==> config.mk <==
export PLATFORM = sky130hd
export DESIGN_NAME = ireg_bridge
export DESIGN_NICKNAME = d
export VERILOG_FILES = /design/src/rtl/ireg_pkg.sv /design/src/rtl/ireg_decode.sv /design/src/rtl/ireg_regs.sv /design/src/rtl/ireg_range.sv /design/src/rtl/ireg_dnport.sv /design/src/rtl/ireg_bridge.sv
export SDC_FILE = /design/constraint.sdc
export NUM_CORES = 1
export LEC_CHECK = 0
export ABC_CLOCK_PERIOD_IN_PS = 3200
export CAP_MARGIN = 25
export CORE_ASPECT_RATIO = 0.9
export CORE_MARGIN = 4
export CORE_UTILIZATION = 40
export DETAILED_ROUTE_END_ITERATION = 6
export GPL_ROUTABILITY_DRIVEN = 0
export PLACE_DENSITY = 0.82
export SLEW_MARGIN = 20
export SYNTH_ARGS = -nofsm -noshare
export SYNTH_HDL_FRONTEND = slang
export SYNTH_SLANG_ARGS = --single-unit
==> constraint.sdc <==
create_clock -name clk -period 3.2 [get_ports clk]
set_clock_uncertainty 0.1 [all_clocks]
set_input_delay 0.48 -clock clk [delete_from_list [all_inputs] [get_ports clk]]
set_output_delay 0.48 -clock clk [all_outputs]
set_load 0.02 [all_outputs]
==> src/rtl/ireg_pkg.sv <==
// Package: shared constants and types for the indirect register access bridge.
// Assumes byte-wide host data and byte-wide bank offsets.
package ireg_pkg;
    localparam int DW = 8;   // host and bank data width
    localparam int OW = 8;   // bank offset width
    localparam int SW = 4;   // bank select width

    localparam logic [7:0] ADDR_CTL = 8'hB0;
    localparam logic [7:0] ADDR_OFS = 8'hB1;
    localparam logic [7:0] ADDR_DAT = 8'hB2;

    // select codes whose behaviour is special
    localparam logic [SW-1:0] CODE_DIGITAL = 4'd0;
    localparam logic [SW-1:0] CODE_SHARED  = 4'd5;
    localparam logic [SW-1:0] CODE_BCAST   = 4'd6;
    localparam logic [SW-1:0] CODE_TXCSI   = 4'd7;

    // decoded host access for one cycle
    typedef struct packed {
        logic ctl_we;
        logic ofs_we;
        logic dat_wr;
        logic dat_rd;
        logic ctl_rd;
        logic ofs_rd;
    } hacc_t;
endpackage

==> src/rtl/ireg_decode.sv <==
// Module: ireg_decode
// Turns one host strobe into at most one decoded register access.
// Assumes one access per cycle; unknown addresses decode to nothing.
module ireg_decode
    import ireg_pkg::*;
(
    input  logic       hst_en,
    input  logic       hst_we,
    input  logic [7:0] hst_addr,
    output hacc_t      acc
);
    // address and direction decode
    always_comb begin
        acc = '0;
        if (hst_en) begin
            unique case (hst_addr)
                ADDR_CTL: begin
                    acc.ctl_we = hst_we;
                    acc.ctl_rd = !hst_we;
                end
                ADDR_OFS: begin
                    acc.ofs_we = hst_we;
                    acc.ofs_rd = !hst_we;
                end
                ADDR_DAT: begin
                    acc.dat_wr = hst_we;
                    acc.dat_rd = !hst_we;
                end
                default: acc = '0;
            endcase
        end
    end

    // a strobe aimed elsewhere decodes to no access
    always_comb begin
        if (hst_en && hst_addr != ADDR_CTL && hst_addr != ADDR_OFS && hst_addr != ADDR_DAT)
            assert_other_none_R12: assert (acc == '0);
    end
endmodule

==> src/rtl/ireg_regs.sv <==
// Module: ireg_regs
// Holds the control fields (bank select, auto-increment) and the offset register.
// Assumes offset writes and data accesses never share a cycle (one access per cycle).
module ireg_regs
    import ireg_pkg::*;
(
    input  logic          clk,
    input  logic          rst_n,
    input  hacc_t         acc,
    input  logic [DW-1:0] wdata,
    output logic [SW-1:0] sel,
    output logic          autoinc,
    output logic [OW-1:0] ofs
);
    logic dat_acc;
    assign dat_acc = acc.dat_wr | acc.dat_rd;

    // control register: only select and auto-increment bits are stored
    always_ff @(posedge clk) begin
        if (!rst_n) begin
            sel     <= '0;
            autoinc <= 1'b0;
        end else if (acc.ctl_we) begin
            sel     <= wdata[5:2];
            autoinc <= wdata[1];
        end
    end

    // offset register: host load, else step after a data access when enabled
    always_ff @(posedge clk) begin
        if (!rst_n)
            ofs <= '0;
        else if (acc.ofs_we)
            ofs <= wdata[OW-1:0];
        else if (dat_acc && autoinc)
            ofs <= ofs + 1'b1;
    end

    // offset steps by one after a data access with auto-increment on
    assert_autoinc_step_R10: assert property (@(posedge clk) disable iff (!rst_n)
        $past(rst_n) && $past(dat_acc && autoinc && !acc.ofs_we) |-> ofs == $past(ofs) + 1'b1);

    // offset holds across a data access with auto-increment off
    assert_offset_hold_R11: assert property (@(posedge clk) disable iff (!rst_n)
        $past(rst_n) && $past(dat_acc && !autoinc && !acc.ofs_we) |-> $stable(ofs));

    // control fields change only on a control write
    assert_ctl_only_on_write_R2: assert property (@(posedge clk) disable iff (!rst_n)
        $past(rst_n) && !$past(acc.ctl_we) |-> $stable(sel) && $stable(autoinc));
endmodule

==> src/rtl/ireg_range.sv <==
// Module: ireg_range
// Decides whether the current offset is legal in the selected page.
// Assumes unlisted select codes have no legal offsets.
module ireg_range
    import ireg_pkg::*;
#(
    parameter logic [OW-1:0] DIG_LO0  = 8'h01,
    parameter logic [OW-1:0] DIG_HI0  = 8'h1F,
    parameter logic [OW-1:0] DIG_LO1  = 8'h40,
    parameter logic [OW-1:0] DIG_HI1  = 8'h48,
    parameter logic [OW-1:0] LINK_TOP = 8'h14,
    parameter logic [OW-1:0] SHRD_TOP = 8'h04,
    parameter logic [OW-1:0] CSI_TOP  = 8'h1D
) (
    input  logic [SW-1:0] sel,
    input  logic [OW-1:0] ofs,
    output logic          in_range
);
    logic dig_ok;

    // digital page has two separate windows
    always_comb begin
        dig_ok = (ofs >= DIG_LO0 && ofs <= DIG_HI0) ||
                 (ofs >= DIG_LO1 && ofs <= DIG_HI1);
    end

    // per-code upper limits; all other pages start at zero
    always_comb begin
        unique case (sel)
            CODE_DIGITAL:               in_range = dig_ok;
            4'd1, 4'd2, 4'd3, 4'd4:     in_range = (ofs <= LINK_TOP);
            CODE_SHARED:                in_range = (ofs <= SHRD_TOP);
            CODE_BCAST:                 in_range = (ofs <= LINK_TOP);
            CODE_TXCSI:                 in_range = (ofs <= CSI_TOP);
            default:                    in_range = 1'b0;
        endcase
    end

    // codes above 7 never pass
    always_comb begin
        if (sel > CODE_TXCSI)
            assert_high_codes_closed_R7: assert (!in_range);
    end
endmodule

==> src/rtl/ireg_dnport.sv <==
// Module: ireg_dnport
// Drives the downstream bank interface: per-bank write enables, offset, data, read bank.
// Assumes banks sample a write on the clock edge ending the host cycle.
module ireg_dnport
    import ireg_pkg::*;
#(
    parameter int NBANK      = 8,
    parameter int LINK_FIRST = 1,
    parameter int LINK_COUNT = 4
) (
    input  logic             clk,
    input  logic             rst_n,
    input  logic [SW-1:0]    sel,
    input  logic [OW-1:0]    ofs,
    input  logic             in_range,
    input  logic             dat_wr,
    input  logic             dat_rd,
    input  logic [DW-1:0]    wdata,
    output logic [NBANK-1:0] wr_en,
    output logic [OW-1:0]    dn_ofs,
    output logic [DW-1:0]    dn_wdata,
    output logic             rd_en,
    output logic [SW-1:0]    rd_bank
);
    localparam int LINK_LAST = LINK_FIRST + LINK_COUNT - 1;
    localparam logic [NBANK-1:0] LINK_MASK =
        NBANK'(((1 << LINK_COUNT) - 1) << LINK_FIRST);

    logic wr_go;
    assign wr_go = dat_wr && in_range;

    // one enable per bank: direct match, or link bank under broadcast
    for (genvar b = 0; b < NBANK; b++) begin : g_bank
        localparam bit IS_LINK  = (b >= LINK_FIRST) && (b <= LINK_LAST);
        localparam bit IS_BCAST = (b == int'(CODE_BCAST));
        logic hit;
        always_comb begin
            hit = (!IS_BCAST && sel == SW'(b)) ||
                  (IS_LINK && sel == CODE_BCAST);
        end
        assign wr_en[b] = wr_go && hit;
    end

    // offset and data pass straight through
    assign dn_ofs   = ofs;
    assign dn_wdata = wdata;

    // read bank: broadcast code reads the first link bank
    always_comb begin
        rd_en   = dat_rd && in_range;
        rd_bank = (sel == CODE_BCAST) ? SW'(LINK_FIRST) : sel;
    end

    // refused offsets never write
    assert_oor_no_write_R8: assert property (@(posedge clk) disable iff (!rst_n)
        !in_range |-> wr_en == '0);

    // a non-broadcast write touches at most one bank
    assert_single_bank_R4: assert property (@(posedge clk) disable iff (!rst_n)
        sel != CODE_BCAST |-> $countones(wr_en) <= 1);

    // broadcast write reaches exactly the link banks
    assert_bcast_mask_R9: assert property (@(posedge clk) disable iff (!rst_n)
        dat_wr && in_range && sel == CODE_BCAST |-> wr_en == LINK_MASK);

    // no write without a host data write
    assert_no_stray_write_R1: assert property (@(posedge clk) disable iff (!rst_n)
        !dat_wr |-> wr_en == '0);
endmodule

==> src/rtl/ireg_bridge.sv <==
// Module: ireg_bridge (top)
// Host-facing control/offset/data registers reaching internal banks indirectly.
// Assumes the addressed bank returns dn_rdata combinationally from dn_rd_bank/dn_ofs.
module ireg_bridge
    import ireg_pkg::*;
#(
    parameter int NBANK = 8
) (
    input  logic             clk,
    input  logic             rst_n,
    input  logic             hst_en,
    input  logic             hst_we,
    input  logic [7:0]       hst_addr,
    input  logic [7:0]       hst_wdata,
    output logic [7:0]       hst_rdata,
    output logic [NBANK-1:0] dn_wr_en,
    output logic [7:0]       dn_ofs,
    output logic [7:0]       dn_wdata,
    output logic             dn_rd_en,
    output logic [3:0]       dn_rd_bank,
    input  logic [7:0]       dn_rdata
);
    hacc_t         acc;
    logic [SW-1:0] sel;
    logic          autoinc;
    logic [OW-1:0] ofs;
    logic          in_range;

    ireg_decode u_dec (
        .hst_en   (hst_en),
        .hst_we   (hst_we),
        .hst_addr (hst_addr),
        .acc      (acc)
    );

    ireg_regs u_regs (
        .clk     (clk),
        .rst_n   (rst_n),
        .acc     (acc),
        .wdata   (hst_wdata),
        .sel     (sel),
        .autoinc (autoinc),
        .ofs     (ofs)
    );

    ireg_range u_rng (
        .sel      (sel),
        .ofs      (ofs),
        .in_range (in_range)
    );

    ireg_dnport #(.NBANK(NBANK)) u_dn (
        .clk      (clk),
        .rst_n    (rst_n),
        .sel      (sel),
        .ofs      (ofs),
        .in_range (in_range),
        .dat_wr   (acc.dat_wr),
        .dat_rd   (acc.dat_rd),
        .wdata    (hst_wdata),
        .wr_en    (dn_wr_en),
        .dn_ofs   (dn_ofs),
        .dn_wdata (dn_wdata),
        .rd_en    (dn_rd_en),
        .rd_bank  (dn_rd_bank)
    );

    // host read mux: reserved control bits read zero, refused data reads zero
    always_comb begin
        hst_rdata = '0;
        if (acc.ctl_rd)
            hst_rdata = {2'b00, sel, autoinc, 1'b0};
        else if (acc.ofs_rd)
            hst_rdata = ofs;
        else if (acc.dat_rd && in_range)
            hst_rdata = dn_rdata;
    end

    // control readback right after a control write returns the written fields
    assert_ctl_readback_R2: assert property (@(posedge clk) disable iff (!rst_n)
        $past(rst_n) && $past(acc.ctl_we) && acc.ctl_rd |->
            hst_rdata == {2'b00, $past(hst_wdata[5:1]), 1'b0});

    // a refused data read returns zero
    assert_oor_read_zero_R8: assert property (@(posedge clk) disable iff (!rst_n)
        acc.dat_rd && !dn_rd_en |-> hst_rdata == 8'h00);

    // strobes elsewhere read zero
    assert_other_read_zero_R12: assert property (@(posedge clk) disable iff (!rst_n)
        hst_en && !hst_we && hst_addr != ADDR_CTL && hst_addr != ADDR_OFS &&
        hst_addr != ADDR_DAT |-> hst_rdata == 8'h00);
endmodule

-- Yosys cells after proc, flatten, opt, wreduce, memory -nomap -nowiden
Index checks and enable logic that the tools add are counted.
- equal/unequal tests: 10
- shift-type cells: 0
- magnitude comparators: 7
- multiply operators: 0
- add/subtract/negate cells: 1
- reductions and logical operators: 21
- bitwise operators: 1
- mux-type cells: 13
- div/mod/pow operators: 0
- operators by type and width (cell ; number):
    $mux W8 ; 5
    $eq A8 B8 Y1 const B ; 3
    $le A8 B5 Y1 const B ; 3
    $eq A4 B3 Y1 const B ; 4
    $logic_and A1 B1 Y1 ; 12
    $add A8 B1 Y8 const B ; 1
    $eq A4 B2 Y1 const B ; 2
    $ge A8 B1 Y1 const B ; 1
    $ge A8 B7 Y1 const B ; 1
    $le A8 B3 Y1 const B ; 1
    $le A8 B7 Y1 const B ; 1
    $mux W6 ; 1
    $logic_or A1 B1 Y1 ; 5
    $reduce_or A5 Y1 ; 1
    $eq A4 B1 Y1 const B ; 1
    $logic_not A4 Y1 ; 1
    $mux W1 ; 4
    $mux W4 ; 1
    $pmux W1 S4 ; 1
    $mux W2 ; 1
    $reduce_bool A2 Y1 ; 1
    $logic_not A1 Y1 ; 1
    $or A1 B1 Y1 ; 1
- latch bits: 0
- memory bits (read-only): 0
- RAM bits: 0
- memories kept: 0
- output and inout bits: 37
- word-level logic and storage cells: 56
- register bits: 13
- bits of input ports: 28

-- Depth between registers and ports, before layout
Gate-level depths: netlist (run 1).
- depth after elaboration: 8
- gate-level depth with buffers: 7
- gate-level depth less buffers: 7

-- Cells and area by module
Synthesis (run 1) repeated with hierarchy kept, for this count alone.
- cell total of the unflattened synthesis: 159
- area total of the unflattened synthesis: 1227.4 µm²
- modules (own cells, without submodules) (module ; times used ; cells an instance ; sequential area each (µm²) ; area each (µm²)):
    ireg_regs ; 1 ; 69 ; 260.2 ; 624.3
    ireg_dnport ; 1 ; 40 ; 0.0 ; 262.8
    ireg_bridge ; 1 ; 17 ; 0.0 ; 133.9
    ireg_range ; 1 ; 21 ; 0.0 ; 123.9
    ireg_decode ; 1 ; 12 ; 0.0 ; 82.6

-- Worst setup path before layout (run 1)
Ideal clock, no wire load.
- path kind: register -> output
- from: reg u_regs.ofs[0]
- to: out dn_rd_en
- arrival: 2458 ps
- required time: 2620 ps
- setup slack: 162 ps
- path buffers: 0
- cell stages (with the launch flop): 8
- path through: dfxtp_1 -> inv_1 -> ha_1 -> nand2b_1 -> o21ai_0 -> nor4_1 -> o31ai_1 -> nor3b_1
- word-level cells in the longest chain between the ends: 5
- elaborated cells on any way between the ends: 12
- classes of those cells: 7 x order compare; 1 x mux; 4 x reduce/logical
- ends and longest elaborated chain (what ; line ; RTL):
    start: declaration ; ireg_regs.sv:13 ; output logic [OW-1:0] ofs
    start signal: assignment ; ireg_regs.sv:34 ; ofs <= wdata[OW-1:0];
    start signal: assignment ; ireg_regs.sv:36 ; ofs <= ofs + 1'b1;
    $ge A8 B1 Y1, or another cell as far along ; ireg_range.sv:23 ; dig_ok = (ofs >= DIG_LO0 && ofs <= DIG_HI0) ||
    $logic_and A1 B1 Y1 (on tied branches) ; ireg_range.sv:23, ireg_range.sv:24 ;
    $logic_or A1 B1 Y1 ; ireg_range.sv:23 ;
    $pmux W1 S4 (*) ; ireg_range.sv:29 ; unique case (sel)
    $logic_and A1 B1 Y1 (*) ; ireg_dnport.sv:50 ; rd_en = dat_rd && in_range;
    end: declaration ; ireg_bridge.sv:19 ; output logic dn_rd_en,
Every way passes the cells marked *; elsewhere a longest branch is shown, timed or not.

-- Worst setup path after layout (run 1)
- from: reg u_regs.sel[0]
- to: out hst_rdata[4]
- word-level cells in the longest chain between the ends: 7
- elaborated cells on any way between the ends: 14
- classes of those cells: 7 x eq/ne; 4 x mux; 3 x reduce/logical
- ends and longest elaborated chain (what ; line ; RTL):
    start: declaration ; ireg_regs.sv:11 ; output logic [SW-1:0] sel,
    start signal: assignment ; ireg_regs.sv:24 ; sel <= wdata[5:2];
    $eq A4 B3 Y1, or another cell as far along ; ireg_range.sv:29 ;
    $reduce_or A5 Y1 (no source line) ; -- ;
    $pmux W1 S4 (*) ; ireg_range.sv:29 ;
    $logic_and A1 B1 Y1 (*) ; ireg_bridge.sv:75 ; else if (acc.dat_rd && in_range)
    $mux W8 (*) ; ireg_bridge.sv:75 ;
    $mux W8 (*) ; ireg_bridge.sv:73 ; else if (acc.ofs_rd)
    $mux W8 (*) ; ireg_bridge.sv:71 ; if (acc.ctl_rd)
    end: declaration ; ireg_bridge.sv:15 ; output logic [7:0] hst_rdata,
Marks and branches as above.

==> run_results.csv, run 1 <==
group,metric,value,unit
status,outcome,"finished, final reports clean",
worst_setup_path,worstSetupPathType,"reg -> out",
synthesis,synthMuxAreaShare,3.99,%
synthesis,synthTopCellsByArea,"dfxtp_1, nand2_1, buf_4",
synthesis,yosysTopAreaCellShare,20.8,%
worst_hold_path,whs_endpoint,"u_regs.ofs[1]$_SDFFE_PN0P_",
synthesis,synth_cell_types,47,
synthesis,ys_ff_latch,13,
cells_and_area,nets,276,
synthesis,synth_xor_area_share,1.40,%
power,leakagePower,0.794,nW
synthesis,syn_avg_cell_area,7.25,um2
timing,rsz0062_at_grt,"true",
clocking,cts_hold_buf,0,
cells_and_area,multi_input_area,900,um2
cells_and_area,nFillCells,268,
timing,min_period_over_period,97.1,%
die,ioPinCount,65,
synthesis,synth_compound_area_share,29.5,%
die,dieArea,4090,um2
die,initial_core_util,43.8,%
global_routing,grt_usage,21.1,%
detailed_routing,routed_wl,4320,um
timing,finalHoldViolCount,0,
clocking,cts_buffers,3,
clocking,path_clk_slew,0.08,ns
detailed_routing,routedWlPerCell,15.2,um
synthesis,ys_top_cells_by_count,"nand2_1, nor2_1, a21oi_1, dfxtp_1, buf_4",
flow_run,drv_cap,0,
clocking,clockBufferDepth,2,
synthesis,ys_seq_area_share,20.8,%
synthesis,postSynth.asyncResetShare,0,%
synthesis,synth_top_family_by_area,"simple AND/OR/NAND/NOR gates",
worst_setup_path,cp_max_fo,7,
worst_setup_path,reg2reg_depth,5,
synthesis,synth_fp_nets,204,
place,dp_slack,-0.550,ns
power,irDropWorstVdd,0.000265,V
worst_setup_path,rr_startpoint,"u_regs.autoinc$_SDFFE_PN0P_",
die,num_rows,18,
clocking,cts.sinks,13,
global_routing,grt_max_degree,13,
synthesis,synth_top_cell_by_area,"dfxtp_1",
synthesis,yosysWarningCount,0,
cells_and_area,area_delta_synth_final,60.1,%
synthesis,synth_edf_count,0,
cells_and_area,regArea,260,um2
cells_and_area,antennaDiodeCount,0,
worst_setup_path,crit_arrival,2.53,ns
global_routing,first_global_vias,1544,
die,die_x,67.0,um
detailed_routing,num_vias,1630,
timing,finalMaxSlewViolations,0,
timing,max-slew-margin-rel,42.7,%
synthesis,syn_area,1250,um2
cells_and_area,utilization,70.2,%
synthesis,ys_dominant_reg_cell,"dfxtp_1",
power,power_density,172,nW/um2
clocking,cts_tree,"done",
synthesis,post-synth-top-count-cell,"nand2_1",
global_routing,grt_pass1_wl,6740,um
timing,worstMarginPinSlew,0.852,ns
worst_hold_path,min-delay-start,"u_regs.ofs[1]$_SDFFE_PN0P_",
global_routing,antenna_found_initial,0,
detailed_routing,drtIter0Drc,155,
detailed_routing,viasPerCell,5.74,
worst_setup_path,crit_required,2.62,ns
clocking,insertion_delay,0.28,ns
synthesis,synthAdderAreaFrac,2.99,%
timing,final.setup.worst_slack,0.0942,ns
timing,period_minus_slack,3.11,ns
worst_hold_path,min_delay_path_depth,2,
worst_hold_path,hold_path_class,"reg -> reg",
detailed_routing,first_pass_iters,4,
detailed_routing,drc,0,
worst_setup_path,cp-end-kind,"output pin",
detailed_routing,detail-route-antenna-nets,0,
place,io_buffers,63,
place,dpl.hpwl,3480,um
clocking,cts-htree-levels,1,
synthesis,syn-instance-count,173,
worst_setup_path,timing.rr.end,"u_regs.ofs[4]$_SDFFE_PN0P_",
worst_setup_path,cp-start-kind,"flop",
timing,final-setup-viol-count,0,
worst_setup_path,rrSetupSlack,1.28,ns
global_routing,gr-total-overflow,0,
synthesis,synthSimpleGateAreaFrac,30.2,%
die,die_h,61.1,um
clocking,root_buffer,"clkbuf_4",
cells_and_area,layout-drive-gt1-share,22.1,%
die,core-area,2860,um2
timing,fmax,322,MHz
==> final cells by class <==
type | count | area share (%)
multi-input combinational | 133 | 44.8
sequential | 13 | 13.0
inverter | 9 | 1.68
tap | 40 | 2.49
timing repair buffer | 85 | 36.7
clock buffer | 4 | 1.31
==> cells by family after synthesis <==
| kind of cell | after synthesis |
|---|---|
| AO/OA/AOI/OAI | 49 |
| XOR/XNOR | 2 |
| adder cells (fa/ha/maj) | 3 |
| buffers and inverters | 27 |
| flip-flops | 13 |
| multiplexers | 5 |
| other | 1 |
| AND/OR/NAND/NOR | 73 |
==> critical path, stage by stage (launching register included) <==
cell and delay (ns):
dfxtp_1 0.32, or4_4 0.54, a211o_1 0.32, a2111oi_4 0.37, buf_6 0.18, o311ai_0 0.12, a31oi_1 0.22, buf_2 0.19
==> power by group <==
| part | total [mW] | leakage (nW) | internal [mW] | switching (mW) |
|---|---|---|---|---|
| clock network | 0.106 | 0.0150 | 0.0484 | 0.0572 |
| registers | 0.162 | 0.105 | 0.162 | 0.000148 |
| logic | 0.0778 | 0.674 | 0.0480 | 0.0298 |
==> metal layers <==
layer  up-vias  track usage, %  part of all wire [%]
li1        776               -                     -
met1       757            23.5                    41
met2        82            40.6                    49
met3        15            5.11                   7.8
met4         0            4.62                   2.1
met5         -               0                     0
==> metrics by stage <==
stage,setup TNS (ns),std cells,hold WS [ns],area (um2),power [mW]
2_1_floorplan,0,173,0.387,1250,0.194
3_3_place_gp,-7.01,279,0.391,1990,0.240
6_report,0,284,0.423,2010,0.345
4_1_cts,0,283,0.419,1990,0.343
5_1_grt,-0.0483,284,0.462,2010,0.356
3_5_place_dp,-7.75,279,0.408,1990,0.242
==> how the worst max path moves through the flow <==
stage,end,slack (ns),startpoint,depth (start not counted)
2_1_floorplan,dn_rd_en,0.16,u_regs.ofs[0]$_SDFFE_PN0P_,7
3_3_place_gp,dn_wr_en[3],-0.49,hst_addr[3],8
3_5_place_dp,dn_wr_en[1],-0.55,hst_addr[3],8
4_1_cts,dn_wr_en[0],0.03,hst_addr[3],8
5_1_grt,dn_wr_en[3],-0.02,u_regs.sel[0]$_SDFFE_PN0P_,7
6_report,hst_rdata[4],0.09,u_regs.sel[0]$_SDFFE_PN0P_,7
==> registers in the layout (all words and copies together), names as in the netlist <==
register,count
u_regs.autoinc,1
u_regs.ofs,8
u_regs.sel,4
==> cell usage in the layout, fill, tap and decap left out, types with 2 or more instances in the layout <==
| cell type | Yosys | layout |
|---|---|---|
| clkdlybuf4s50_1 | 0 | 47 |
| buf_4 | 9 | 28 |
| nand2_1 | 19 | 19 |
| nor2_1 | 18 | 18 |
| a21oi_1 | 13 | 13 |
| dfxtp_1 | 13 | 13 |
| buf_2 | 0 | 9 |
| inv_1 | 8 | 8 |
| and2_1 | 8 | 8 |
| o21ai_0 | 8 | 6 |
| a31oi_1 | 6 | 6 |
| o311ai_0 | 6 | 5 |
| mux2i_1 | 5 | 5 |
| nor4_1 | 5 | 4 |
| nand2b_1 | 3 | 3 |
| ha_1 | 3 | 3 |
| clkbuf_4 | 0 | 3 |
| or4_1 | 2 | 2 |
| nor4_2 | 1 | 2 |
| o21ai_1 | 0 | 2 |
| nor3_2 | 0 | 2 |
| xnor2_1 | 2 | 2 |
| nor3_1 | 4 | 2 |
| o221ai_1 | 2 | 2 |
| nand4_1 | 2 | 2 |
==> repair_timing <==
action | in CTS | in global routing
gates cloned | 0 | 0
gates resized for setup | 87 | 10
endpoints found under the setup margin | 16 | 14
pin swaps | 7 | 4
setup buffers | 0 | 1
endpoints found under the hold margin | 0 | 0
Note: power is estimated with default switching activity, not from simulation.
==> run 2: changes to the inputs <==
ABC_CLOCK_PERIOD_IN_PS = 3990   (was 3200)
CORE_UTILIZATION = 43   (was 40)
PLACE_DENSITY = 0.87   (was 0.82)
clock period = 3.99 ns   (was 3.2 ns; I/O delays follow)
==> run_results.csv, run 2 (same netlist as run 1, synthesis figures left out) <==
group,metric,value,unit
flow_run,drv_cap,0,
detailed_routing,drtIter0Drc,99,
worst_setup_path,crit_required,3.29,ns
global_routing,antenna_found_initial,0,
cells_and_area,area_delta_synth_final,55.1,%
power,irDropWorstVdd,0.000174,V
clocking,root_buffer,"clkbuf_4",
worst_setup_path,crit_slowest_cell,"clkdlybuf4s50_1",
die,num_rows,18,
timing,holdWs,0.482,ns
power,power_density,139,nW/um2
clocking,clockBufferDepth,2,
cells_and_area,regArea,260,um2
cells_and_area,nets,261,
detailed_routing,first_pass_iters,4,
global_routing,grt_max_degree,13,
cells_and_area,antennaDiodeCount,0,
timing,period_minus_slack,3.89,ns
clocking,cts.sinks,13,
timing,finalMaxSlewViolations,0,
cells_and_area,final_common_cell,"clkdlybuf4s50_1",
die,die_h,59.2,um
global_routing,first_global_vias,1386,
die,core-area,2770,um2
power,leakagePower,0.912,nW
detailed_routing,num_vias,1487,
cells_and_area,multi_input_area,863,um2
clocking,cts_tree,"done",
detailed_routing,routedWlPerCell,14.3,um
clocking,post_cts_buffers,0,
status,outcome,"finished, final reports clean",
worst_setup_path,cp_max_fo,7,
worst_setup_path,cp-start-kind,"input pin",
worst_setup_path,worstSetupPathType,"in -> out",
timing,finalHoldViolCount,0,
worst_setup_path,worstPathCellList,"clkdlybuf4s50_1, or2_2, or3_1, a2111oi_4, buf_4, o31ai_1, o21ai_0, clkdlybuf4s50_1",
cells_and_area,nFillCells,221,
timing,final-setup-viol-count,0,
place,dpl.hpwl,2970,um
worst_hold_path,hold_path_class,"reg -> reg",
die,ioPinCount,65,
timing,min_period_over_period,97.4,%
cells_and_area,most-common-layout-cells,"clkdlybuf4s50_1, nand2_1, nor2_1",
timing,rsz0062_at_grt,"false",
timing,max-slew-margin-rel,52.8,%
clocking,insertion_delay,0.28,ns
timing,worstMarginPinSlew,0.702,ns
cells_and_area,utilization,70.2,%
power,p_total,0.271,mW
clocking,cts_buffers,3,
die,dieArea,3840,um2
place,io_buffers,63,
worst_setup_path,slowest_delay,0.62,ns
detailed_routing,detail-route-antenna-nets,0,
detailed_routing,viasPerCell,5.53,
worst_setup_path,crit_arrival,3.19,ns
timing,fmax,257,MHz
detailed_routing,routed_wl,3860,um
global_routing,gr-total-overflow,0,
cells_and_area,layout-drive-gt1-share,7.42,%
cells_and_area,largestRegisters,"u_regs.ofs x8, u_regs.sel x4, u_regs.autoinc x1",
worst_setup_path,crit_path_frequent_cell,"clkdlybuf4s50_1",
clocking,cts-htree-levels,1,
timing,setup-tns-final,0,ns
cells_and_area,largest_register_ffs,8,
global_routing,grt_pass1_wl,6260,um
cells_and_area,largest-register,"u_regs.ofs",
die,die_x,64.9,um
clocking,path_clk_slew,0.08,ns
detailed_routing,drc,0,
worst_setup_path,cp-end-kind,"output pin",
die,initial_core_util,45.3,%
global_routing,grt_usage,20.4,%
-- run 2: changes by cell type in the layout (fill, tap and decap cells not counted), moves of 4 or more --
cell / before / now
buf_2: 9 / 1
dlymetal6s2s_1: 0 / 12
clkdlybuf4s50_1: 47 / 51
buf_4: 28 / 6
-- run 2: power by group --
group          internal, mW  leakage (nW)  switching, mW  total [mW]
clock network        0.0388        0.0150         0.0441      0.0830
logic                0.0359         0.792         0.0223      0.0582
registers             0.130         0.105       0.000236       0.130
total                 0.204         0.912         0.0666       0.271
-- run 2: layer usage --
| layer | track usage, % | up-vias | wire, um |
|---|---|---|---|
| li1 | - | 736 | - |
| met1 | 27.1 | 671 | 1690 |
| met3 | 5.12 | 8 | 313 |
| met4 | 6.93 | 0 | 68 |
| met5 | 0 | - | 0 |
| met2 | 32.5 | 72 | 1780 |
-- run 2: cell type report --
type,count,area share (%)
Clock buffer,4,1.35
Tap cell,40,2.57
Timing Repair Buffer,70,36.6
Sequential cell,13,13.4
Multi-Input combinational cell,133,44.4
Inverter,9,1.74
-- run 2: through the flow --
stage / setup WS (ns) / cells / instance area [um2]
2_1_floorplan: 0.726 / 173 / 1250
3_3_place_gp: 0.0651 / 264 / 1880
3_5_place_dp: 0.0214 / 265 / 1880
4_1_cts: 0.0245 / 269 / 1910
5_1_grt: 0.0138 / 269 / 1940
6_report: 0.102 / 269 / 1940
-- run 2: worst paths after layout --
| path | start | to | depth (start not counted) | slack [ns] |
|---|---|---|---|---|
| max | hst_addr[3] | hst_rdata[7] | 8 | 0.10 |
| max reg2reg | u_regs.autoinc$_SDFFE_PN0P_ | u_regs.ofs[4]$_SDFFE_PN0P_ | 5 | 2.10 |
| min | u_regs.autoinc$_SDFFE_PN0P_ | u_regs.autoinc$_SDFFE_PN0P_ | 2 | 0.48 |
| min reg2reg | u_regs.autoinc$_SDFFE_PN0P_ | u_regs.autoinc$_SDFFE_PN0P_ | 2 | 0.48 |
-- run 2: timing repair --
item | CTS | global route
hold buffers | 0 | 0
resized for setup | 0 | 13
setup endpoints to repair | 0 | 14
-- run 2: worst max-delay path: cells and delay by family --
kind	cells	cell delay, ns
buf+inv	3	1.21
compound gates	3	0.65
simple gates	2	0.72
==> run 3: changes to the inputs <==
CORE_UTILIZATION = 23   (was 43)
PLACE_DENSITY = 0.51   (was 0.87)
==> run_results.csv, run 3 (same netlist as run 1, synthesis figures left out) <==
group,metric,value,unit
timing,max-slew-margin-rel,41.3,%
flow_run,drv_cap,0,
worst_setup_path,cp-start-kind,"input pin",
die,die_x,85.8,um
global_routing,grt_max_degree,12,
power,power_density,151,nW/um2
worst_setup_path,reg2reg_depth,5,
worst_setup_path,crit_arrival,3.13,ns
detailed_routing,viasPerCell,4.95,
global_routing,first_global_vias,1459,
timing,period_minus_slack,3.83,ns
detailed_routing,num_vias,1491,
clocking,insertion_delay,0.24,ns
clocking,cts-htree-levels,1,
cells_and_area,antennaDiodeCount,0,
cells_and_area,multi_input_area,858,um2
worst_setup_path,worstSetupPathType,"in -> out",
worst_setup_path,cp_max_fo,7,
clocking,clockBufferDepth,2,
worst_setup_path,cp-end-kind,"output pin",
detailed_routing,detail-route-antenna-nets,0,
die,core-area,5260,um2
die,dieArea,6700,um2
timing,rsz0062_at_grt,"false",
cells_and_area,most-common-layout-cells,"clkdlybuf4s50_1, nand2_1, nor2_1",
die,die_h,78.0,um
power,leakagePower,0.983,nW
cells_and_area,nets,266,
die,initial_core_util,23.9,%
place,io_buffers,63,
clocking,cts_buffers,3,
die,num_rows,25,
global_routing,gr-total-overflow,0,
worst_hold_path,min_delay_path_depth,2,
power,p_total,0.308,mW
detailed_routing,drtIter0Drc,69,
worst_setup_path,crit_required,3.29,ns
clocking,path_clk_slew,0.06,ns
status,outcome,"finished, final reports clean",
cells_and_area,utilization,38.7,%
cells_and_area,final_common_cell,"clkdlybuf4s50_1",
cells_and_area,final_cells,301,
detailed_routing,drc,0,
detailed_routing,routedWlPerCell,13.7,um
place,dpl.hpwl,3410,um
global_routing,grt_pass1_wl,6870,um
place,dp_cells,297,
clocking,post_cts_buffers,0,
clocking,root_buffer,"clkbuf_8",
cells_and_area,layout-drive-gt1-share,8.97,%
cells_and_area,regArea,260,um2
power,irDropWorstVdd,0.0000949,V
cells_and_area,nFillCells,562,
detailed_routing,routed_wl,4120,um
timing,fmax,261,MHz
worst_hold_path,hold_path_class,"reg -> reg",
timing,final-setup-viol-count,0,
die,ioPinCount,65,
timing,min_period_over_period,95.9,%
cells_and_area,largestRegisters,"u_regs.ofs x8, u_regs.sel x4, u_regs.autoinc x1",
detailed_routing,first_pass_iters,4,
cells_and_area,largest_register_ffs,8,
global_routing,grt_usage,12.4,%
timing,finalHoldViolCount,0,
cells_and_area,area_delta_synth_final,62.3,%
timing,setup-tns-final,0,ns
clocking,cts.sinks,13,
global_routing,antenna_found_initial,0,
timing,finalMaxSlewViolations,0,
timing,worstMarginPinSlew,0.876,ns
cells_and_area,largest-register,"u_regs.ofs",
clocking,cts_tree,"done",
clocking,cts_hold_buf,0,
==> run 3: cell count changes in the layout (fill, tap and decap cells not counted), sizes merged <==
cell / before / now
dlymetal6s2s: 12 / 14
buf: 7 / 12
clkdlybuf4s50: 51 / 49
==> run 3: path summary, 6_finish.rpt <==
kind	slack [ns]	endpoint	start
max	0.16	dn_wr_en[0]	hst_addr[3]
max reg2reg	2.14	u_regs.ofs[4]$_SDFFE_PN0P_	u_regs.autoinc$_SDFFE_PN0P_
min	0.43	u_regs.ofs[0]$_SDFFE_PN0P_	u_regs.ofs[0]$_SDFFE_PN0P_
min reg2reg	0.43	u_regs.ofs[0]$_SDFFE_PN0P_	u_regs.ofs[0]$_SDFFE_PN0P_
==> run 3: power breakdown <==
group | switching [mW] | internal [mW] | leakage, nW
logic | 0.0227 | 0.0359 | 0.855
clock network | 0.0483 | 0.0706 | 0.0228
registers | 0.000159 | 0.130 | 0.105
==> run 3: worst max-delay path, cell delays in order <==
cell             delay, ns
clkdlybuf4s50_1       0.39
or2_2                 0.30
or3_1                 0.43
a2111oi_4             0.32
buf_4                 0.20
o311ai_4              0.13
nor2_1                0.14
clkdlybuf4s50_1       0.61
==> run 3: final cells by class <==
cell class              instances  area share (%)
clock buffers                   4            2.21
inverters                       9            1.66
multi-input cells             133            42.2
flip-flops and latches         13            12.8
well taps                      67            4.12
repair buffers                 75            37.0
==> run 3: stage by stage <==
step           hold slack (ns)  area, um2  worst slack [ns]
6_report                 0.426       2030             0.165
5_1_grt                  0.476       2030            0.0150
4_1_cts                  0.434       2000           0.00489
3_5_place_dp             0.423       1950            0.0129
3_3_place_gp             0.425       1950            0.0213
2_1_floorplan            0.387       1250             0.726
==> run 3: routing by layer <==
layer | global-route usage, % | up-vias | wire length (um)
met4 | 1.58 | 0 | 34
met2 | 20.7 | 50 | 1900
li1 | - | 751 | -
met3 | 3.67 | 6 | 345
met1 | 16.1 | 684 | 1840
met5 | 0 | - | 0
==> run 3: what timing repair did <==
item,4_1_cts,5_1_grt
setup endpoints to repair,0,14
hold endpoints to repair,0,0
resized for setup,0,14
